File: config.mk
export PLATFORM = sky130hd
export DESIGN_NAME = autodir_bus_ctrl
export DESIGN_NICKNAME = d
export VERILOG_FILES = /design/src/rtl/autodir_pkg.sv /design/src/rtl/autodir_rst_sync.sv /design/src/rtl/autodir_window.sv /design/src/rtl/autodir_outreg.sv /design/src/rtl/autodir_bus_ctrl.sv
export SDC_FILE = /design/constraint.sdc
export NUM_CORES = 1
export LEC_CHECK = 0
export ABC_AREA = 1
export BUFFER_PORTS_ARGS = -buffer_cell sky130_fd_sc_hd__buf_2
export CAP_MARGIN = 15
export CORE_MARGIN = 2
export CORE_UTILIZATION = 45
export CTS_CLUSTER_SIZE = 8
export DETAILED_ROUTE_END_ITERATION = 7
export GPL_TIMING_DRIVEN = 0
export PLACE_DENSITY = 0.67
export SYNTH_ARGS = -nofsm -noshare
export SYNTH_HDL_FRONTEND = slang
export SYNTH_SLANG_ARGS = --single-unit
File: constraint.sdc
create_clock -name clk -period 1.5 [get_ports clk]
set_clock_uncertainty 0.1 [all_clocks]
set_input_delay 0.075 -clock clk [delete_from_list [all_inputs] [get_ports clk]]
set_output_delay 0.075 -clock clk [all_outputs]
set_load 0.05 [all_outputs]
File: src/rtl/autodir_pkg.sv
package autodir_pkg;
  // An undriven (Z) or unknown (X) pin is read as logic 1.
  function automatic logic pull_high(input logic v);
    return (v === 1'b0) ? 1'b0 : 1'b1;
  endfunction
endpackage

File: src/rtl/autodir_rst_sync.sv
module autodir_rst_sync #(
  parameter int STAGES = 2
) (
  input  logic clk,
  input  logic arst_n,
  output logic srst_n
);
  logic [STAGES-1:0] chain_q;

  always_ff @(posedge clk or negedge arst_n) begin
    if (!arst_n) chain_q <= '0;
    else         chain_q <= {chain_q[STAGES-2:0], 1'b1};
  end

  assign srst_n = chain_q[STAGES-1];
endmodule

File: src/rtl/autodir_window.sv
module autodir_window #(
  parameter int AUTO_CYC = 16,
  localparam int CW = $clog2(AUTO_CYC + 1)
) (
  input  logic clk,
  input  logic rst_n,
  input  logic run,
  input  logic dat,
  output logic armed,
  output logic hold_hi
);
  logic          armed_q, armed_d;
  logic          prev_q, prev_d;
  logic [CW-1:0] cnt_q, cnt_d;
  logic          rise, upd_en;

  assign rise   = armed_q & dat & ~prev_q;
  assign upd_en = run | armed_q;

  always_comb begin
    armed_d = armed_q;
    prev_d  = prev_q;
    cnt_d   = cnt_q;
    if (!run) begin
      armed_d = 1'b0;
      prev_d  = 1'b1;
      cnt_d   = '0;
    end else begin
      armed_d = 1'b1;
      prev_d  = dat;
      if (!armed_q)           cnt_d = '0;
      else if (rise)          cnt_d = CW'(AUTO_CYC);
      else if (!dat)          cnt_d = '0;
      else if (cnt_q != '0)   cnt_d = cnt_q - CW'(1);
    end
  end

  always_ff @(posedge clk or negedge rst_n) begin
    if (!rst_n) begin
      armed_q <= 1'b0;
      prev_q  <= 1'b1;
      cnt_q   <= '0;
    end else if (upd_en) begin
      armed_q <= armed_d;
      prev_q  <= prev_d;
      cnt_q   <= cnt_d;
    end
  end

  assign armed   = armed_q;
  assign hold_hi = (cnt_d != '0);

  // a running window counts down by one per clock while data stays high
  a_r3_countdown: assert property (@(posedge clk) disable iff (!rst_n)
    (run && armed_q && dat && prev_q && cnt_q != '0) |=> (cnt_q == $past(cnt_q) - CW'(1)));
  // every accepted rising edge loads the full interval
  a_r8_reload: assert property (@(posedge clk) disable iff (!rst_n)
    (run && armed_q && dat && !prev_q) |=> (cnt_q == CW'(AUTO_CYC)));
  // the first sample after shutdown never opens a window
  a_r10_no_entry_edge: assert property (@(posedge clk) disable iff (!rst_n)
    (run && !armed_q) |=> (cnt_q == '0));
endmodule

File: src/rtl/autodir_outreg.sv
module autodir_outreg (
  input  logic clk,
  input  logic rst_n,
  input  logic run,
  input  logic dat,
  input  logic rxen_n,
  input  logic bus_bit,
  input  logic bus_fault,
  input  logic armed,
  input  logic hold_hi,
  output logic drv_oe,
  output logic line_a,
  output logic line_b,
  output logic rx_oe,
  output logic rx_out
);
  logic drv_d, a_d, b_d, rxoe_d, rxo_d;

  always_comb begin
    drv_d  = run & armed & (~dat | hold_hi);
    a_d    = drv_d & dat;
    b_d    = drv_d & ~dat;
    rxoe_d = run & (~rxen_n | (dat & ~hold_hi));
    rxo_d  = rxoe_d ? (bus_fault | bus_bit) : 1'b1;
  end

  always_ff @(posedge clk or negedge rst_n) begin
    if (!rst_n) begin
      drv_oe <= 1'b0;
      line_a <= 1'b0;
      line_b <= 1'b0;
      rx_oe  <= 1'b0;
      rx_out <= 1'b1;
    end else begin
      drv_oe <= drv_d;
      line_a <= a_d;
      line_b <= b_d;
      rx_oe  <= rxoe_d;
      rx_out <= rxo_d;
    end
  end

  a_r1_shutdown: assert property (@(posedge clk) disable iff (!rst_n)
    (!run) |=> (!drv_oe && !rx_oe));
  a_r2_drive_low: assert property (@(posedge clk) disable iff (!rst_n)
    (run && armed && !dat) |=> (drv_oe && !line_a && line_b));
  a_r4_rx_off: assert property (@(posedge clk) disable iff (!rst_n)
    (rxen_n && !dat) |=> !rx_oe);
  a_r6_rx_follow: assert property (@(posedge clk) disable iff (!rst_n)
    (run && !rxen_n && !bus_fault) |=> (rx_oe && rx_out == $past(bus_bit)));
  a_r7_failsafe: assert property (@(posedge clk) disable iff (!rst_n)
    (run && !rxen_n && bus_fault) |=> (rx_oe && rx_out));
  a_r3_polarity: assert property (@(posedge clk) disable iff (!rst_n)
    drv_oe |-> (line_a != line_b));
endmodule

File: src/rtl/autodir_bus_ctrl.sv
module autodir_bus_ctrl #(
  parameter int AUTO_CYC  = 16,
  parameter int RST_STAGES = 2
) (
  input  logic clk,
  input  logic rst_n,
  input  logic run_en,
  input  logic tx_bit,
  input  logic rx_en_n,
  input  logic bus_bit,
  input  logic bus_fault,
  output logic drv_oe,
  output logic line_a,
  output logic line_b,
  output logic rx_oe,
  output logic rx_out
);
  import autodir_pkg::*;

  logic srst_n, run_r, dat_r, rxen_n_r, armed, hold_hi;

  assign run_r    = pull_high(run_en);
  assign dat_r    = pull_high(tx_bit);
  assign rxen_n_r = pull_high(rx_en_n);

  autodir_rst_sync #(.STAGES(RST_STAGES)) u_rst (
    .clk(clk), .arst_n(rst_n), .srst_n(srst_n)
  );

  autodir_window #(.AUTO_CYC(AUTO_CYC)) u_win (
    .clk(clk), .rst_n(srst_n), .run(run_r), .dat(dat_r),
    .armed(armed), .hold_hi(hold_hi)
  );

  autodir_outreg u_out (
    .clk(clk), .rst_n(srst_n), .run(run_r), .dat(dat_r), .rxen_n(rxen_n_r),
    .bus_bit(bus_bit), .bus_fault(bus_fault), .armed(armed), .hold_hi(hold_hi),
    .drv_oe(drv_oe), .line_a(line_a), .line_b(line_b),
    .rx_oe(rx_oe), .rx_out(rx_out)
  );
endmodule

== Yosys cells after proc, flatten, opt, wreduce, memory -nomap -nowiden ==
Index checks and enable logic that the tools add are counted.
Widths: inputs -> output; s select.

* Register bits after elaboration: 14
* Input port bits: 7
* Output and inout port bits: 5
* Logic and storage cells: 38

* Add/sub/neg operators: 1
* Eq/ne operators: 3
* Multiplexer cells: 9
* Bitwise logic cells: 14
* Reductions and logical operators: 2

{| class="wikitable"
|+ Operators with widths
! cell !! count
|-
| $mux 5 || 5
|-
| $reduce_bool 5->1 || 2
|-
| $and 1x1->1 || 8
|-
| $sub 5x1->5 const B || 1
|-
| $mux 1 || 4
|-
| $or 1x1->1 || 4
|-
| $eqx 1x1->1 const B || 3
|-
| $not 1->1 || 2
|}

== Longest topological paths before layout ==
* Word-level depth: 13
* Gate-level depth with buffers: 11
* Mapped depth without buffers: 11

== Modules after synthesis ==
Synthesis repeated with hierarchy kept, for this count alone.

* Cell total of the unflattened synthesis: 74
* Area total of the unflattened synthesis: 669.4 µm²

{| class="wikitable"
|+ Modules (own cells, without submodules)
! module !! instances !! cells an instance !! area each (µm²) !! seq. area each (µm²)
|-
| autodir_window || 1 || 53 || 422.9 || 176.4
|-
| autodir_outreg || 1 || 18 || 192.7 || 126.4
|-
| autodir_rst_sync || 1 || 3 || 53.8 || 50.0
|}

== Least setup slack after synthesis ==
No wires, ideal clock.

* Path kind: reg2reg
* Start: register u_win.cnt_q[0]
* End: register u_out.drv_oe
* Library setup time: 0.116 ns
* Data arrival time: 1.286 ns
* Required time: 1.284 ns
* Slack: -0.002 ns
* Stages on the path, launching flop included: 12
* Buffers on the path: 0
* Period minus slack after synthesis: 1.502 ns
* Cell sequence: dfrtp_1 -> inv_1 -> ha_1 -> nand3_2 -> nand2_1 -> inv_1 -> nand2_2 -> nand2_2 -> nor2_2 -> nand2_2 -> nand2_1 -> nor2_2

* Cells in the longest elaborated chain, start to end: 9
* Elaborated cells on any way between the ends: 10
* Those cells by class: add/sub (1); mux (5); bitwise (2); reduce/logical (2)

{| class="wikitable"
|+ RTL lines
! what !! RTL line !! source
|-
| start, declared || autodir_window.sv:14 || <nowiki>logic [CW-1:0] cnt_q, cnt_d;</nowiki>
|-
| start signal, assigned || autodir_window.sv:46 || <nowiki>cnt_q <= cnt_d;</nowiki>
|-
| $sub 5x1->5 / $reduce_bool 5->1 (equally long branches) || autodir_window.sv:34 || <nowiki>else if (cnt_q != '0) cnt_d = cnt_q - CW'(1);</nowiki>
|-
| $mux 5 (*) || autodir_window.sv:34 ||
|-
| $mux 5 (*) || autodir_window.sv:33 || <nowiki>else if (!dat) cnt_d = '0;</nowiki>
|-
| $mux 5 (*) || autodir_window.sv:32 || <nowiki>else if (rise) cnt_d = CW'(AUTO_CYC);</nowiki>
|-
| $mux 5 (*) || autodir_window.sv:31 || <nowiki>if (!armed_q) cnt_d = '0;</nowiki>
|-
| $mux 5 (*) || autodir_window.sv:24 || <nowiki>if (!run) begin</nowiki>
|-
| $reduce_bool 5->1 (*) || autodir_window.sv:51 || <nowiki>assign hold_hi = (cnt_d != '0);</nowiki>
|-
| $or 1x1->1 (*) || autodir_outreg.sv:20 || <nowiki>drv_d = run & armed & (~dat | hold_hi);</nowiki>
|-
| $and 1x1->1 (*) || autodir_outreg.sv:20 ||
|-
| via u_out.drv_d || autodir_outreg.sv:17 || <nowiki>logic drv_d, a_d, b_d, rxoe_d, rxo_d;</nowiki>
|-
| end signal, assigned || autodir_outreg.sv:35 || <nowiki>drv_oe <= drv_d;</nowiki>
|-
| end, declared || autodir_outreg.sv:11 || <nowiki>output logic drv_oe,</nowiki>
|}

Mark *: on every way through the listed nets, which the timed path passes. The rest lies on a longest branch.
A chain may end at the register's enable or synchronous reset.

== Worst setup path in the final report ==
* Start: register u_win.cnt_q[1]
* End: register u_out.drv_oe

The elaborated chain is that of the path after synthesis.

==> impl_metrics.env <==
export IMPL_outcome="finished with violations"
export IMPL_violations="setup timing"
export IMPL_route_final_wire_length_um=1260
export IMPL_hold_path_class="register to async pin"
export IMPL_antenna_left=0
export IMPL_maxCapViolCount=0
export IMPL_synth_fp_nets=81
export IMPL_syn_instance_count=73
export IMPL_detail_route_drc_violations=0
export IMPL_final_number_of_setup_violating_endpoints=4
export IMPL_yosys_warnings=0
export IMPL_worst_ep_required_time_ns=1.59
export IMPL_worstSkewPairLatency_ns=0.29
export IMPL_p_int_uw=592
export IMPL_cts_made_buffers=3
export IMPL_num_nets_final=108
export IMPL_dp_cells=99
export IMPL_power_ir_vdd_worst_mv=0.614
export IMPL_worstSetupStartpointType="register"
export IMPL_dp_final_hpwl_um=857
export IMPL_synthToLayoutAreaGrowth_pct=39.5
export IMPL_place_area_um2=719
export IMPL_power_combinational_fraction_pct=15.3
export IMPL_syn_mean_instance_area_um2=8.81
export IMPL_synth_xor_xnor_area_share_pct=1.36
export IMPL_synth_mux_area_share_pct=0
export IMPL_period_share_pct=102
export IMPL_r2r_slack_ns=-0.03
export IMPL_cp_arrival_ns=1.62
export IMPL_finalCriticalPeriod_ns=1.53
export IMPL_cts_tree="built"
export IMPL_synth_largest_type_area_fraction_pct=46.7
export IMPL_grt_max_degree=13
export IMPL_critPathCaptureType="register"
export IMPL_grt_util_met3_pct=2.61
export IMPL_critical_path_cell_chain="inv_2 -> ha_4 -> buf_4 -> nand4_1 -> nand3_1 -> nand2_1 -> inv_2 -> nand2_2 -> nand2_2 -> nor2_2"
export IMPL_yosys_area_share_adder_pct=1.95
export IMPL_first_global_vias=521
export IMPL_seq_power_share_pct=50.6
export IMPL_hold_viol=0
export IMPL_critical_path_reg2reg_endpoint="u_out.drv_oe"
export IMPL_cts_buffer_depth=2
export IMPL_cp_max_fo=5
export IMPL_top_usage_layer="met2"
export IMPL_path_class="register to register"
export IMPL_clk_transition_reported_paths_ns=0.08
export IMPL_synth_ff_latch_count=14
export IMPL_synth_distinct_cells=18
export IMPL_synth_top_cells_by_count="nand2_1 (15), dfrtp_1 (12), inv_1 (10)"
export IMPL_num_antenna_cells=0
export IMPL_antenna_found_initial=0
export IMPL_fp_coreArea_um2=1320
export IMPL_crit_reg2reg_launch="u_win.cnt_q[1]"
export IMPL_die_width_um=41.8
export IMPL_grt_met1_usage_pct=21.1
export IMPL_post_synth_instance_area_um2=643
export IMPL_pwr_density_cell_nw_per_um2=900
export IMPL_worst_path_max_delay_cell="dfrtp_1"
export IMPL_io_pin_count=12
export IMPL_dr_wl_cell_um=11.1
export IMPL_finish_instance_area_um2=897
export IMPL_power_share_switching_pct=26.7
export IMPL_synth_yosys_seq_area_share_pct=54.9
export IMPL_postSynth_topFlopCell="dfrtp_1"
export IMPL_placementRows=13
export IMPL_final_instance_count_excl_fill=114
export IMPL_use_met2_pct=25.0
export IMPL_detailedRoute_firstIterationViolations=8
export IMPL_post_synthesis_share_of_cell_area_spent_on_and_or_nand_and_nor_gates_pct=29.6
export IMPL_cts_sinks=14
export IMPL_edff_count_synth=0
export IMPL_port_buffers=11
export IMPL_grt_use_total_pct=16.2
export IMPL_grt_pass1_wl_um=2150
export IMPL_floorplan_initialDensity_pct=48.8
export IMPL_dieHeight_um=41.8
export IMPL_grt_remaining_overflow=0
export IMPL_vias=566
export IMPL_power_switching_uw=216
export IMPL_rsz0062_at_grt="yes"
export IMPL_gpl_final_weighted_congestion=0.854
export IMPL_synth_top_family_by_area="simple AND/OR/NAND/NOR gates"
export IMPL_final_critical_path_setup_slack_ns=-0.0301
export IMPL_synth_async_sr_flop_share_pct=100
export IMPL_drt_first_pass_iters=6
export IMPL_slew_violations=0
export IMPL_synth_top_cell_by_area="dfrtp_1"
export IMPL_synth_compound_gate_area_share_pct=4.67
export IMPL_ff2ff_path_depth=10
export IMPL_via_per_inst=4.96
export IMPL_netlist_top_cells_area="dfrtp_1 (47%), nand2_1 (8.8%), dfstp_2 (8.2%)"
export IMPL_synthMostInstantiatedCell="nand2_1"
export IMPL_cts_root_buffer_cell="clkbuf_4"
export IMPL_critical_path_max_stage_delay_ns=0.40
export IMPL_power_frac_clock_pct=34.1
export IMPL_htree_levels=1
export IMPL_achievable_frequency_mhz=654
export IMPL_floorplan_die_area_um2=1750
export IMPL_p_leak_nw=0.487
export IMPL_layout_drive_gt1_share_pct=42.4
[stage by stage]
| stage | util (%) | TNS, ns | setup WS, ns | hold WS [ns] | power, mW |
|---|---|---|---|---|---|
| floorplan | - | 0 | 0.0303 | -0.321 | 0.482 |
| global placement | 54.6 | -0.316 | -0.0919 | -0.239 | 0.508 |
| detailed placement | 54.6 | -0.410 | -0.107 | -0.238 | 0.510 |
| CTS | 64.0 | 0 | 0.00772 | 0.116 | 0.804 |
| global route | 68.1 | -0.510 | -0.136 | 0.153 | 0.840 |
| finish | 68.1 | -0.0985 | -0.0301 | 0.101 | 0.807 |
[worst max path at each step]
stage                              start            to  slack (ns)
after floorplan           u_win.cnt_q[0]  u_out.drv_oe        0.03
after global placement    u_win.cnt_q[0]  u_out.line_b       -0.09
after detailed placement  u_win.cnt_q[0]  u_out.drv_oe       -0.11
after CTS                 u_win.cnt_q[1]   u_out.rx_oe       0.008
after global routing      u_win.cnt_q[1]  u_out.rx_out       -0.14
final                     u_win.cnt_q[1]  u_out.drv_oe       -0.03
[cell families (layout without fill, tap and decap cells)]
logic type,after synthesis,count (layout)
buffers and inverters,12,38
flip-flops,14,14
XOR/XNOR,1,1
AND/OR/NAND/NOR,38,38
AO/OA/AOI/OAI,6,6
other,1,1
adder cells (fa/ha/maj),1,1
[worst max-delay path: cells and delay by family, from the launching register on]
| family | cells | cell delay (ns) |
|---|---|---|
| adder cells (fa/ha/maj) | 1 | 0.18 |
| buffers and inverters | 3 | 0.26 |
| flip-flops | 1 | 0.40 |
| AND/OR/NAND/NOR | 6 | 0.50 |
[sequential cells by signal, indices dropped and copies added (netlist names)]
register,cells
u_win.cnt_q,5
u_rst.chain_q,2
u_out.drv_oe,1
u_out.line_a,1
u_out.line_b,1
u_out.rx_oe,1
u_out.rx_out,1
u_win.armed,1
u_win.prev_q,1
[area by class of cell]
cell class	count	area [um^2]
multi-input combinational	47	289
fill	105	420
inverter	11	41.3
clock buffer	4	36.3
timing repair buffer	22	155
buffer	1	3.75
sequential	14	353
tap	15	18.8
[cell usage in the layout, fill, tap and decap left out]
master         Yosys  routed
nor2_4             1       1
ha_4               0       1
nand3_4            0       1
inv_1             10       7
clkbuf_4           0       3
dlygate4sd3_1      0       7
inv_2              1       4
o21ai_0            4       4
nand3_1            7       5
conb_1             1       1
nor2_2             3       3
buf_2              0      11
nand2_2            4       8
nand4_1            3       3
a21oi_1            2       1
dfstp_2            2       2
nand3_2            1       2
clkbuf_1           1       1
nand2_1           15      11
dfrtp_1           12      12
a21oi_2            0       1
nor2_1             4       4
buf_4              0       4
xor2_1             1       1
clkbuf_8           0       1
[power groups by stage]
stage	sequential, mW	clock, mW	combinational (mW)
6_report	0.408	0.275	0.124
5_1_grt	0.412	0.293	0.135
4_1_cts	0.408	0.285	0.111
3_5_place_dp	0.416	0	0.0944
3_3_place_gp	0.414	0	0.0935
2_1_floorplan	0.438	0	0.0438
[routing by layer]
metal  routed length, um  vias to the layer above
li1                    -                      284
met1                 584                      266
met2                 592                       11
met3                  48                        5
met4                  39                        0
met5                   0                        -
[what timing repair did]
action	CTS	global route
setup buffers	1	3
setup endpoints to repair	4	4
hold endpoints to repair	8	0
gates resized for setup	3	9
pin swaps	0	6
hold buffers	7	0
Note: power is estimated with default switching activity, not from simulation.
